### src/rtl/sclk_pkg.sv
`timescale 1ns/1ps
package sclk_pkg;
  localparam int POS_W  = 4;
  localparam int WORD_W = 5 * POS_W;

  typedef logic [POS_W-1:0] pos_t;

  // Field order follows the bit layout of the timing word, msb first.
  typedef struct packed {
    pos_t sample;
    pos_t fall;
    pos_t rise;
    pos_t spare;
    pos_t period;
  } timing_t;

  // Strobes from the sequencing control to the clock datapath.
  typedef struct packed {
    logic atFall;
    logic atRise;
    logic atSample;
    logic stopNow;
  } ctrl_strobe_t;

  function automatic timing_t unpackTiming(input logic [WORD_W-1:0] w);
    return timing_t'(w);
  endfunction

  function automatic logic [WORD_W-1:0] packTiming(input timing_t t);
    return WORD_W'(t);
  endfunction
endpackage

### src/rtl/sclk_div_select.sv
`timescale 1ns/1ps
module sclk_div_select import sclk_pkg::*; #(
  parameter int RATE_W    = 8,
  parameter int FAST_MHZ  = 100,
  parameter int SLOW_MHZ  = 50,
  parameter int DIV_STEPS = 6,
  localparam int DIV_W    = $clog2(DIV_STEPS + 2)
) (
  input  logic [RATE_W-1:0] reqRateMhz,
  output logic              srcFast,
  output logic [DIV_W-1:0]  divisor,
  output logic [WORD_W-1:0] suggestTiming
);
  localparam int PROD_W = RATE_W + DIV_W;
  localparam logic [PROD_W-1:0] SLOW_L = PROD_W'(SLOW_MHZ);
  localparam logic [RATE_W-1:0] FAST_L = RATE_W'(FAST_MHZ);

  logic [DIV_STEPS:1] fits;
  logic [DIV_W-1:0]   slowDiv;
  timing_t            sugg;

  // One comparator per candidate divisor: slow source / i <= rate.
  for (genvar g = 1; g <= DIV_STEPS; g++) begin : g_fit
    logic [PROD_W-1:0] scaled;
    assign scaled = PROD_W'(reqRateMhz) * PROD_W'(g);
    assign fits[g] = (SLOW_L <= scaled);
  end

  // Smallest qualifying divisor wins; fall back to one past the last step.
  always_comb begin
    slowDiv = DIV_W'(DIV_STEPS + 1);
    for (int k = DIV_STEPS; k >= 1; k--) begin
      if (fits[k]) slowDiv = DIV_W'(k);
    end
  end

  always_comb begin
    srcFast = (reqRateMhz >= FAST_L);
    divisor = srcFast ? DIV_W'(1) : slowDiv;
  end

  always_comb begin
    sugg        = '0;
    sugg.period = POS_W'({divisor, 1'b0});
    sugg.rise   = POS_W'(divisor);
    sugg.fall   = '0;
    sugg.sample = POS_W'(divisor);
    suggestTiming = packTiming(sugg);
  end
endmodule

### src/rtl/sclk_ctrl.sv
`timescale 1ns/1ps
module sclk_ctrl import sclk_pkg::*; (
  input  logic         clk,
  input  logic         rstN,
  input  logic         enable,
  input  pos_t         periodCfg,
  input  pos_t         risePos,
  input  pos_t         fallPos,
  input  pos_t         samplePos,
  output logic         running,
  output ctrl_strobe_t stb
);
  pos_t cnt;
  pos_t lastCnt;
  logic atWrap;

  // Periods below two cycles are stretched to two.
  always_comb begin
    lastCnt = (periodCfg < POS_W'(2)) ? POS_W'(1) : periodCfg - 1'b1;
    atWrap  = running && (cnt == lastCnt);
  end

  always_ff @(posedge clk or negedge rstN) begin
    if (!rstN) begin
      running <= 1'b0;
      cnt     <= '0;
    end else if (!running) begin
      if (enable) begin
        running <= 1'b1;
        cnt     <= '0;
      end
    end else if (atWrap) begin
      cnt <= '0;
      if (!enable) running <= 1'b0;
    end else begin
      cnt <= cnt + 1'b1;
    end
  end

  always_comb begin
    stb.atFall   = running && (cnt == fallPos);
    stb.atRise   = running && (cnt == risePos);
    stb.atSample = running && (cnt == samplePos);
    stb.stopNow  = atWrap && !enable;
  end
endmodule

### src/rtl/sclk_datapath.sv
`timescale 1ns/1ps
module sclk_datapath import sclk_pkg::*; (
  input  logic         clk,
  input  logic         rstN,
  input  ctrl_strobe_t stb,
  output logic         sclkOut,
  output logic         launchStb,
  output logic         sampleStb
);
  // Stop parks high and overrides both edges; a fall beats a rise.
  always_ff @(posedge clk or negedge rstN) begin
    if (!rstN) begin
      sclkOut   <= 1'b1;
      launchStb <= 1'b0;
      sampleStb <= 1'b0;
    end else begin
      launchStb <= stb.atFall && !stb.stopNow;
      sampleStb <= stb.atSample;
      if (stb.stopNow)     sclkOut <= 1'b1;
      else if (stb.atFall) sclkOut <= 1'b0;
      else if (stb.atRise) sclkOut <= 1'b1;
    end
  end
endmodule

### src/rtl/sclk_timing_gen.sv
`timescale 1ns/1ps
module sclk_timing_gen import sclk_pkg::*; #(
  parameter int RATE_W    = 8,
  parameter int FAST_MHZ  = 100,
  parameter int SLOW_MHZ  = 50,
  parameter int DIV_STEPS = 6
) (
  input  logic                              clk,
  input  logic                              rstN,
  input  logic                              enable,
  input  logic [WORD_W-1:0]                 cfgTiming,
  input  logic [RATE_W-1:0]                 reqRateMhz,
  output logic                              busy,
  output logic                              sclkOut,
  output logic                              launchStb,
  output logic                              sampleStb,
  output logic                              srcFast,
  output logic [$clog2(DIV_STEPS + 2)-1:0]  divisor,
  output logic [WORD_W-1:0]                 suggestTiming
);
  timing_t      cfg;
  ctrl_strobe_t stb;
  logic         unusedSpare;

  assign cfg         = unpackTiming(cfgTiming);
  assign unusedSpare = ^cfg.spare;

  sclk_ctrl i_ctrl (
    .clk       (clk),
    .rstN      (rstN),
    .enable    (enable),
    .periodCfg (cfg.period),
    .risePos   (cfg.rise),
    .fallPos   (cfg.fall),
    .samplePos (cfg.sample),
    .running   (busy),
    .stb       (stb)
  );

  sclk_datapath i_dp (
    .clk       (clk),
    .rstN      (rstN),
    .stb       (stb),
    .sclkOut   (sclkOut),
    .launchStb (launchStb),
    .sampleStb (sampleStb)
  );

  sclk_div_select #(
    .RATE_W    (RATE_W),
    .FAST_MHZ  (FAST_MHZ),
    .SLOW_MHZ  (SLOW_MHZ),
    .DIV_STEPS (DIV_STEPS)
  ) i_div (
    .reqRateMhz    (reqRateMhz),
    .srcFast       (srcFast),
    .divisor       (divisor),
    .suggestTiming (suggestTiming)
  );
endmodule

### config.mk
export PLATFORM = sky130hd
export DESIGN_NAME = sclk_timing_gen
export DESIGN_NICKNAME = d
export VERILOG_FILES = /design/src/rtl/sclk_pkg.sv /design/src/rtl/sclk_div_select.sv /design/src/rtl/sclk_ctrl.sv /design/src/rtl/sclk_datapath.sv /design/src/rtl/sclk_timing_gen.sv
export SDC_FILE = /design/constraint.sdc
export NUM_CORES = 1
export LEC_CHECK = 0
export ABC_AREA = 0
export BUFFER_PORTS_ARGS = -buffer_cell sky130_fd_sc_hd__buf_4
export CAP_MARGIN = 20
export CORE_MARGIN = 2
export CORE_UTILIZATION = 40
export CTS_BUF_LIST = sky130_fd_sc_hd__clkbuf_16
export DETAILED_ROUTE_END_ITERATION = 8
export PLACE_DENSITY = 0.69
export SETUP_SLACK_MARGIN = 0.4
export SYNTH_ARGS = -nofsm -noshare
export SYNTH_HDL_FRONTEND = slang
export SYNTH_SLANG_ARGS = --single-unit
### constraint.sdc
create_clock -name clk -period 2.33 [get_ports clk]
set_input_delay 0.233 -clock clk [delete_from_list [all_inputs] [get_ports clk]]
set_output_delay 0.233 -clock clk [all_outputs]
set_load 0.1 [all_outputs]
=== Word-level counts from Yosys, hierarchy flattened ===
Index checks and enable logic that the tools add are counted.

* Input port bits: 31
* Register bits: 8
* Word-level logic and storage cells: 49

* Eq/ne operators: 4
* Reduce and logical (&&, ||, !) cells: 10
* $add $sub $neg: 2
* Muxes and demuxes: 17
* Magnitude comparators: 8
* $mul: 3

{| class="wikitable"
|+ Operators with widths
! kind !! number
|-
| 6-bit by 11-bit less-or-equal comparator with 1-bit output, first input constant || 2
|-
| 6-bit by 10-bit less-or-equal comparator with 1-bit output, first input constant || 2
|-
| 8-bit by 2-bit multiplier with 10-bit output, second input constant || 2
|-
| 4-bit equality test || 4
|-
| 4-bit 2-to-1 mux || 4
|-
| 3-bit 2-to-1 mux || 4
|-
| 8-bit by 3-bit multiplier with 11-bit output, second input constant || 1
|-
| 6-bit by 9-bit less-or-equal comparator with 1-bit output, first input constant || 1
|-
| 8-bit by 7-bit >= comparator with 1-bit output, second input constant || 1
|-
| 6-bit by 8-bit less-or-equal comparator with 1-bit output, first input constant || 1
|-
| 1-bit 2-to-1 mux || 7
|-
| 1-bit logical AND || 6
|-
| 4-bit by 1-bit adder with 4-bit output, second input constant || 1
|-
| 4-bit by 2-bit less-than comparator with 1-bit output, second input constant || 1
|-
| 2-bit 2-to-1 mux || 2
|-
| 4-bit by 1-bit subtractor with 4-bit output, second input constant || 1
|-
| 3-bit nonzero test || 1
|-
| 1-bit zero test || 2
|-
| 2-bit nonzero test || 1
|}

=== Logic depth before layout (Yosys ltp) ===
Gate-level depths: netlist of the first run.

* Depth in word-level cells: 9
* Mapped depth: 9
* Depth with buffers taken out: 8

=== By module ===
Synthesis of the first run repeated with hierarchy kept, for this count alone.

* Cell total of the unflattened synthesis: 230
* Area, all modules: 1895.6 um^2

{| class="wikitable"
|+ By module, submodules not included
! module !! cells each !! area an instance (um^2) !! times used !! sequential area each (um^2)
|-
| sclk_div_select || 157 || 1253.7 || 1 || 0.0
|-
| sclk_ctrl || 67 || 548.0 || 1 || 125.1
|-
| sclk_datapath || 6 || 93.8 || 1 || 76.3
|}

=== Worst setup path after synthesis of the first run ===
No wires, ideal clock.

* Path kind: input -> output
* Start: in reqRateMhz[0]
* End: out suggestTiming[17]
* Stages on the path: 9
* Data arrival time: 3923 ps
* Data required time: 2097 ps
* Setup slack: -1826 ps
* Cells stage by stage: ha_1 fa_1 a211o_1 o21ai_1 xnor2_1 a31oi_1 and4_2 a31oi_1 buf_4

* Longest elaborated chain between the ends: 8
* Elaborated cells between the ends (all ways): 14
* Those cells by class: mul: 2; order compare: 6; mux: 6

{| class="wikitable"
|+ Ends and longest elaborated chain
! element !! RTL line !! source
|-
| start: declaration || sclk_timing_gen.sv:12 || <nowiki>input logic [RATE_W-1:0] reqRateMhz,</nowiki>
|-
| 8-bit by 3-bit multiplier with 11-bit output || sclk_div_select.sv:25 || <nowiki>assign scaled = PROD_W'(reqRateMhz) * PROD_W'(g);</nowiki>
|-
| 6-bit by 11-bit less-or-equal comparator with 1-bit output || sclk_div_select.sv:26 || <nowiki>assign fits[g] = (SLOW_L <= scaled);</nowiki>
|-
| 2-bit 2-to-1 mux (2 in series) || sclk_div_select.sv:33 || <nowiki>if (fits[k]) slowDiv = DIV_W'(k);</nowiki>
|-
| 3-bit 2-to-1 mux (3 in series) || sclk_div_select.sv:33 ||
|-
| 3-bit 2-to-1 mux * || sclk_div_select.sv:39 || <nowiki>divisor = srcFast ? DIV_W'(1) : slowDiv;</nowiki>
|-
| end: declaration || sclk_timing_gen.sv:19 || <nowiki>output logic [WORD_W-1:0] suggestTiming</nowiki>
|}

Every way passes the cells marked *; elsewhere a longest branch is shown, timed or not.

=== Worst setup path after layout of the first run ===
* Start: in reqRateMhz[1]
* End: out divisor[0]

* Longest elaborated chain between the ends: 9
* Elaborated cells between the ends (all ways): 17
* Those cells by class: mul: 3; order compare: 7; mux: 7

{| class="wikitable"
|+ Ends and longest elaborated chain
! element !! RTL line !! source
|-
| 8-bit by 2-bit multiplier with 10-bit output || sclk_div_select.sv:25 ||
|-
| 6-bit by 11-bit less-or-equal comparator with 1-bit output || sclk_div_select.sv:26 ||
|-
| 1-bit 2-to-1 mux || sclk_div_select.sv:33 ||
|-
| 2-bit 2-to-1 mux (2 in series) || sclk_div_select.sv:33 ||
|-
| 3-bit 2-to-1 mux (3 in series) || sclk_div_select.sv:33 ||
|-
| 3-bit 2-to-1 mux * || sclk_div_select.sv:39 ||
|-
| end: declaration || sclk_timing_gen.sv:18 || <nowiki>output logic [$clog2(DIV_STEPS + 2)-1:0] divisor,</nowiki>
|}

Marked as above.

==> impl_metrics.env, run 1 <==
export IMPL_groute_usage_overall_pct=16.39
export IMPL_die_area_um2=4776
export IMPL_die_w_um=69.11
export IMPL_cp_end_kind="output pin"
export IMPL_cts_buffer_depth=2
export IMPL_antenna_found_initial=0
export IMPL_place_hpwl_um=3262
export IMPL_synth_edff_count=0
export IMPL_synthTopCellsByArea="ha_1, dfrtp_1, buf_4"
export IMPL_crit_type="input pin to output pin"
export IMPL_dp_cells=301
export IMPL_area_growth_pct=46.35
export IMPL_yosysTopAreaCellShare_pct=28.78
export IMPL_n_fill_cell=361
export IMPL_drc=0
export IMPL_regArea_um2=201.4
export IMPL_hold_violations=0
export IMPL_firstDrtPassIters=4
export IMPL_layout_min_cycle_time_ps=2644
export IMPL_period_share_pct=113.5
export IMPL_fp_dieH_um=69.11
export IMPL_antennaDiodeCount=0
export IMPL_drt_iter0_drc=97
export IMPL_multi_input_area_um2=1411
export IMPL_cp_max_fo=6
export IMPL_start_util_pct=42.08
export IMPL_syn_avg_cell_area_um2=8.477
export IMPL_yosysWarnings=0
export IMPL_drive_above_1_share_pct=34.23
export IMPL_h_tree_depth=1
export IMPL_synthArstFlopShare_pct=100.0
export IMPL_maxSlewViolCount=0
export IMPL_syn_inst=200
export IMPL_rsz0062_at_grt="true"
export IMPL_nets=333
export IMPL_clk_pin_slew_worst_paths_ps=40
export IMPL_num_vias=1550
export IMPL_violations="negative setup slack"
export IMPL_required_ps=2100
export IMPL_cts_tree="done"
export IMPL_yosys_register_bits=8
export IMPL_hp_class="input pin to flop"
export IMPL_leakage_uw=0.001210
export IMPL_root_buffer="clkbuf_16"
export IMPL_port_buffers=43
export IMPL_post_drt_wl_per_cell_um=12.79
export IMPL_finalWirelength_um=3965
export IMPL_fin_tns_setup_ps=-3435
export IMPL_ir_drop_mv=0.2923
export IMPL_seq_area_frac_synth_pct=11.88
export IMPL_setup_slack_ps=-314.4
export IMPL_ios=59
export IMPL_start_kind="input pin"
export IMPL_core_um2=4029
export IMPL_setup_viol=12
export IMPL_grt_pass1_wl_um=6651
export IMPL_instances_no_fill=310
export IMPL_status="finished, violations left"
export IMPL_numCtsBuffers=3
export IMPL_p_per_area_nw_per_um2=609.0
export IMPL_clk_latency_ps=230
export IMPL_synth_top_area_cell="ha_1"
export IMPL_synth_cell_types=44
export IMPL_gp_congestion=0.8813
export IMPL_maxClockFrequency_mhz=378.2
export IMPL_num_rows=23
export IMPL_cts_sinks=8
export IMPL_vias_per_cell=5.000
export IMPL_max_cap_violations=0
export IMPL_grt_pass1_vias=1464
export IMPL_crit_arrival_ps=2410
export IMPL_yosys_most_used_dff="dfrtp_1"
export IMPL_fin_skew_ps=5.416
export IMPL_grt_start_max_net_pins=10
export IMPL_dp_slack_ps=-414.8
export IMPL_grt_overflow_total=0
export IMPL_syn_area_um2=1695
export IMPL_ant_nets=0
-- stage by stage --
stage / hold WS, ps / power, uW / area (um^2) / utilization (%)
after global routing: 225.7 / 1621 / 2481 / 61.58
after floorplan: -62.59 / 1018 / 1932 / -
after global placement: 53.35 / 1178 / 2197 / 54.53
after CTS: 210.2 / 1517 / 2455 / 60.93
after detailed placement: 52.03 / 1200 / 2197 / 54.53
final: 211.6 / 1511 / 2481 / 61.58
-- placed cells by master, fill, tap and decap left out, drive strengths merged, types with 5 or more instances in the layout --
master and count:
xor2 13, dfrtp 7, a21oi 8, nor2b 5, nor2 8, xnor2 8
conb 11, buf 69, nand2b 5, inv 14, o21ai 11, nand2 13
ha 39
-- cells in the mapped netlist (5+ instances only) --
cell type   n
a21oi_1     8
buf_4      20
dfrtp_1     7
ha_1       39
inv_1      13
nand2_1    13
nand2b_1    5
nor2_1      8
nor2b_1     5
o21ai_0    10
xnor2_1     8
xor2_1     13
-- path summary, 6_finish.rpt --
path	start	to	slack, ps	depth (start not counted)
worst min register to register	i_dp.sclkOut	i_dp.sclkOut	610	2
worst min-delay path	enable	i_ctrl.running	210	2
worst max register to register	i_ctrl.cnt[3]	i_ctrl.cnt[1]	520	5
max in group asynchronous	rstN	i_dp.sclkOut	1760	2
worst max-delay path	reqRateMhz[1]	divisor[0]	-310	9
min in group asynchronous	rstN	i_dp.sampleStb	360	2
-- power by group --
part | total, uW | internal [uW] | switching (uW) | leakage (uW)
Clock | 287 | 223 | 63.5 | 0.0000423
Combinational | 907 | 346 | 562 | 0.00107
Sequential | 317 | 202 | 116 | 0.0000966
Total | 1510 | 770 | 741 | 0.00121
-- layer usage --
layer,up-vias,routed length (um),track usage [%]
met4,0,20,3.922
met5,-,0,0
met1,720,1833,22.50
met3,2,101,0.5848
li1,797,-,-
met2,31,2009,28.31
-- final cells by class --
class / count / share of cell area, %
Timing Repair Buffer: 70 / 27.33
Multi-Input combinational cell: 165 / 56.88
Clock buffer: 3 / 3.026
Sequential cell: 8 / 8.119
Clock inverter: 1 / 0.1513
Inverter: 13 / 1.967
Tap cell: 50 / 2.521
-- critical path: stages --
cell and delay (ps):
buf_12 120, ha_4 160, fa_2 370, xor2_1 160, or4_1 430, a31oi_2 180
nand4_1 120, a221o_4 450, buf_6 200
-- cell families after synthesis --
family	count (synthesis)	share of synthesized area (%)
flip-flops	8	11.88
adder cells (fa/ha/maj)	41	31.14
XOR/XNOR	21	10.85
other	1	0.2212
AO/OA/AOI/OAI	41	16.53
buffers and inverters	37	13.06
AND/OR/NAND/NOR	49	15.13
multiplexers	2	1.181
-- state kept, by name, indices dropped and copies added, names as in the netlist --
register	cells
i_dp.launchStb	1
i_dp.sampleStb	1
i_dp.sclkOut	1
i_ctrl.running	1
i_ctrl.cnt	4
-- repair_timing --
action / in CTS / in global routing
hold buffers: 1 / 0
endpoints found under the hold margin: 7 / 0
buffers inserted: 4 / 0
endpoints found under the setup margin: 12 / 12
gates resized for setup: 31 / 7
pin swaps: 1 / 4
Power figures use the tool's default switching activity.
==> run 2, diff against run 1 <==
==> constraint.sdc (replaced) <==
create_clock -name clk -period 2.33 [get_ports clk]
set_input_delay 0.3495 -clock clk [delete_from_list [all_inputs] [get_ports clk]]
set_output_delay 0.3495 -clock clk [all_outputs]
set_load 0.1 [all_outputs]
==> run 2 against run 1 <==
  * Wire length rose by 8.0%
  * Worst setup slack got worse by 210 ps
  * Hold slack improved by 120 ps
  * Die area did not move
  * Highest routed layer unchanged
  * Count of clock-buffer cells in the layout did not move
  * Combinational power rose by 5.6%
  * Total power rose by 3.8%
  * Non-clock buffer count rose by 14
  * Critical path type unchanged
  * Sequential cell count did not move
  * Largest power group unchanged
  * The flow still finishes with violations (negative setup slack)
  * Design area rose by 7.0%
  * Utilization rose by 4.3 points
==> impl_metrics.env, run 2 (synthesized netlist as in run 1, its figures left out) <==
export IMPL_dp_cells=314
export IMPL_leakage_uw=0.001292
export IMPL_r2r_worst_path_cells=5
export IMPL_groute_usage_overall_pct=17.96
export IMPL_regMostFlops="i_ctrl.cnt"
export IMPL_fp_dieH_um=69.11
export IMPL_instances_no_fill=324
export IMPL_finalWirelength_um=4284
export IMPL_root_buffer="clkbuf_16"
export IMPL_setup_slack_ps=-523.7
export IMPL_num_vias=1667
export IMPL_p_int_uw=803.0
export IMPL_drt_iter0_drc=63
export IMPL_top_layer="met4"
export IMPL_grt_start_max_net_pins=10
export IMPL_hp_class="input pin to flop"
export IMPL_power_frac_comb_pct=61.1
export IMPL_crit_top_cell="buf_12"
export IMPL_antenna_found_initial=0
export IMPL_ant_nets=0
export IMPL_die_area_um2=4776
export IMPL_layout_commonest_cell="buf_4"
export IMPL_setup_viol=12
export IMPL_final_cell_mix="buf_4, ha_1, inv_1, xor2_1"
export IMPL_rsz0062_at_grt="true"
export IMPL_final_area_um2=2655
export IMPL_max_cap_violations=0
export IMPL_h_tree_depth=1
export IMPL_crit_cells=9
export IMPL_critical_path_cell_chain="buf_12 > ha_4 > fa_2 > xor2_1 > or4_1 > a31oi_1 > nand4_1 > a221o_4 > buf_12"
export IMPL_min_path_cells=2
export IMPL_clk_pin_slew_worst_paths_ps=40
export IMPL_largest_reg_flops=4
export IMPL_post_drt_wl_per_cell_um=13.22
export IMPL_num_rows=23
export IMPL_cp_max_fo=6
export IMPL_met3_length_um=131
export IMPL_maxSlewViolCount=0
export IMPL_maxClockFrequency_mhz=350.4
export IMPL_drc=0
export IMPL_port_buffers=43
export IMPL_period_share_pct=122.5
export IMPL_wl_met2_um=2187
export IMPL_vias_per_cell=5.145
export IMPL_fin_tns_setup_ps=-5710
export IMPL_cp_slowest_cell="a221o_4"
export IMPL_ir_drop_mv=0.2893
export IMPL_cp_buffers_inverters=2
export IMPL_drive_above_1_share_pct=40.15
export IMPL_switching_power_uw=765.5
export IMPL_place_hpwl_um=3470
export IMPL_met1Wirelength_um=1901
export IMPL_cp_end_kind="output pin"
export IMPL_firstDrtPassIters=4
export IMPL_power_frac_seq_pct=20.4
export IMPL_required_ps=1980
export IMPL_crit_type="input pin to output pin"
export IMPL_layout_min_cycle_time_ps=2854
export IMPL_nets=347
export IMPL_placed_area_um2=2295
export IMPL_swShare_pct=48.81
export IMPL_finalPower_uw=1569
export IMPL_crit_arrival_ps=2500
export IMPL_start_util_pct=42.08
export IMPL_finish_utilization_pct=65.90
export IMPL_start_kind="input pin"
export IMPL_cts_buffer_depth=2
export IMPL_n_fill_cell=347
export IMPL_clk_latency_ps=230
export IMPL_cpLargestDelayFamily="compound AO/OA/AOI/OAI gates"
export IMPL_grt_overflow_total=0
export IMPL_status="finished, violations left"
export IMPL_antennaDiodeCount=0
export IMPL_numCtsBuffers=3
export IMPL_hold_violations=0
export IMPL_cts_sinks=8
export IMPL_violations="negative setup slack"
export IMPL_area_growth_pct=56.61
export IMPL_gp_congestion=0.9439
export IMPL_cts_tree="done"
export IMPL_fin_skew_ps=4.208
export IMPL_die_w_um=69.11
export IMPL_core_um2=4029
export IMPL_p_clk_share_pct=18.5
export IMPL_grt_pass1_wl_um=7265
export IMPL_grt_pass1_vias=1673
export IMPL_ios=59
export IMPL_critPathMaxStageDelay_ps=470
export IMPL_p_per_area_nw_per_um2=590.8
==> run 2: cell count changes in the layout (fill, tap and decap cells not counted), sizes merged <==
| cell | change |
|---|---|
| buf | +14 |
==> run 2: final cells by class <==
cell class	count	area, um^2	share of cell area, %
Multi-Input combinational cell	165	1454	54.76
Tap cell	50	62.56	2.356
Clock inverter	1	3.754	0.1414
Inverter	13	48.80	1.838
Sequential cell	8	201.4	7.587
Clock buffer	3	75.07	2.828
Timing Repair Buffer	84	809.5	30.49
==> run 2: through the flow <==
step | hold slack, ps | setup WS [ps]
CTS | 331.0 | -554.1
global placement | 168.5 | -586.7
global route | 342.8 | -601.6
floorplan | 53.91 | -724.1
detailed placement | 170.6 | -624.0
finish | 330.6 | -523.7
==> run 2: worst paths after layout <==
| check | start | end | slack [ps] |
|---|---|---|---|
| setup / recovery | reqRateMhz[1] | divisor[0] | -520 |
| hold / removal | enable | i_ctrl.running | 330 |
| setup reg to reg | i_ctrl.cnt[3] | i_ctrl.cnt[1] | 530 |
| hold reg to reg | i_dp.sclkOut | i_dp.sclkOut | 620 |
| max in group asynchronous | rstN | i_dp.sclkOut | 1640 |
| min in group asynchronous | rstN | i_ctrl.cnt[3] | 470 |
==> run 2: worst reg2reg max path, cell delays in order, from the launching register on <==
cell	delay [ps]
dfrtp_1	490
or3_1	400
a21oi_1	150
mux2i_1	110
or2_1	260
a32o_1	260
==> run 2: power by group through the flow <==
stage          registers, uW  clock network, uW  logic (uW)
6_report                 321                290         958
3_5_place_dp             319                  0         903
2_1_floorplan            389                  0         628
5_1_grt                  330                302        1040
4_1_cts                  318                292         935
3_3_place_gp             314                  0         885
==> run 2: repair_timing <==
action / 4_1_cts / 5_1_grt
endpoints found under the setup margin: 13 / 14
hold buffers: 1 / 0
hold endpoints to repair: 7 / 0
pin swaps: 7 / 6
buffers inserted: 2 / 3
resized for setup: 44 / 12
==> run 2: layer usage <==
layer	vias to the layer above	GRT usage, %
li1	829	-
met1	790	22.19
met2	40	32.37
met3	8	1.901
met4	0	5.664
met5	-	0
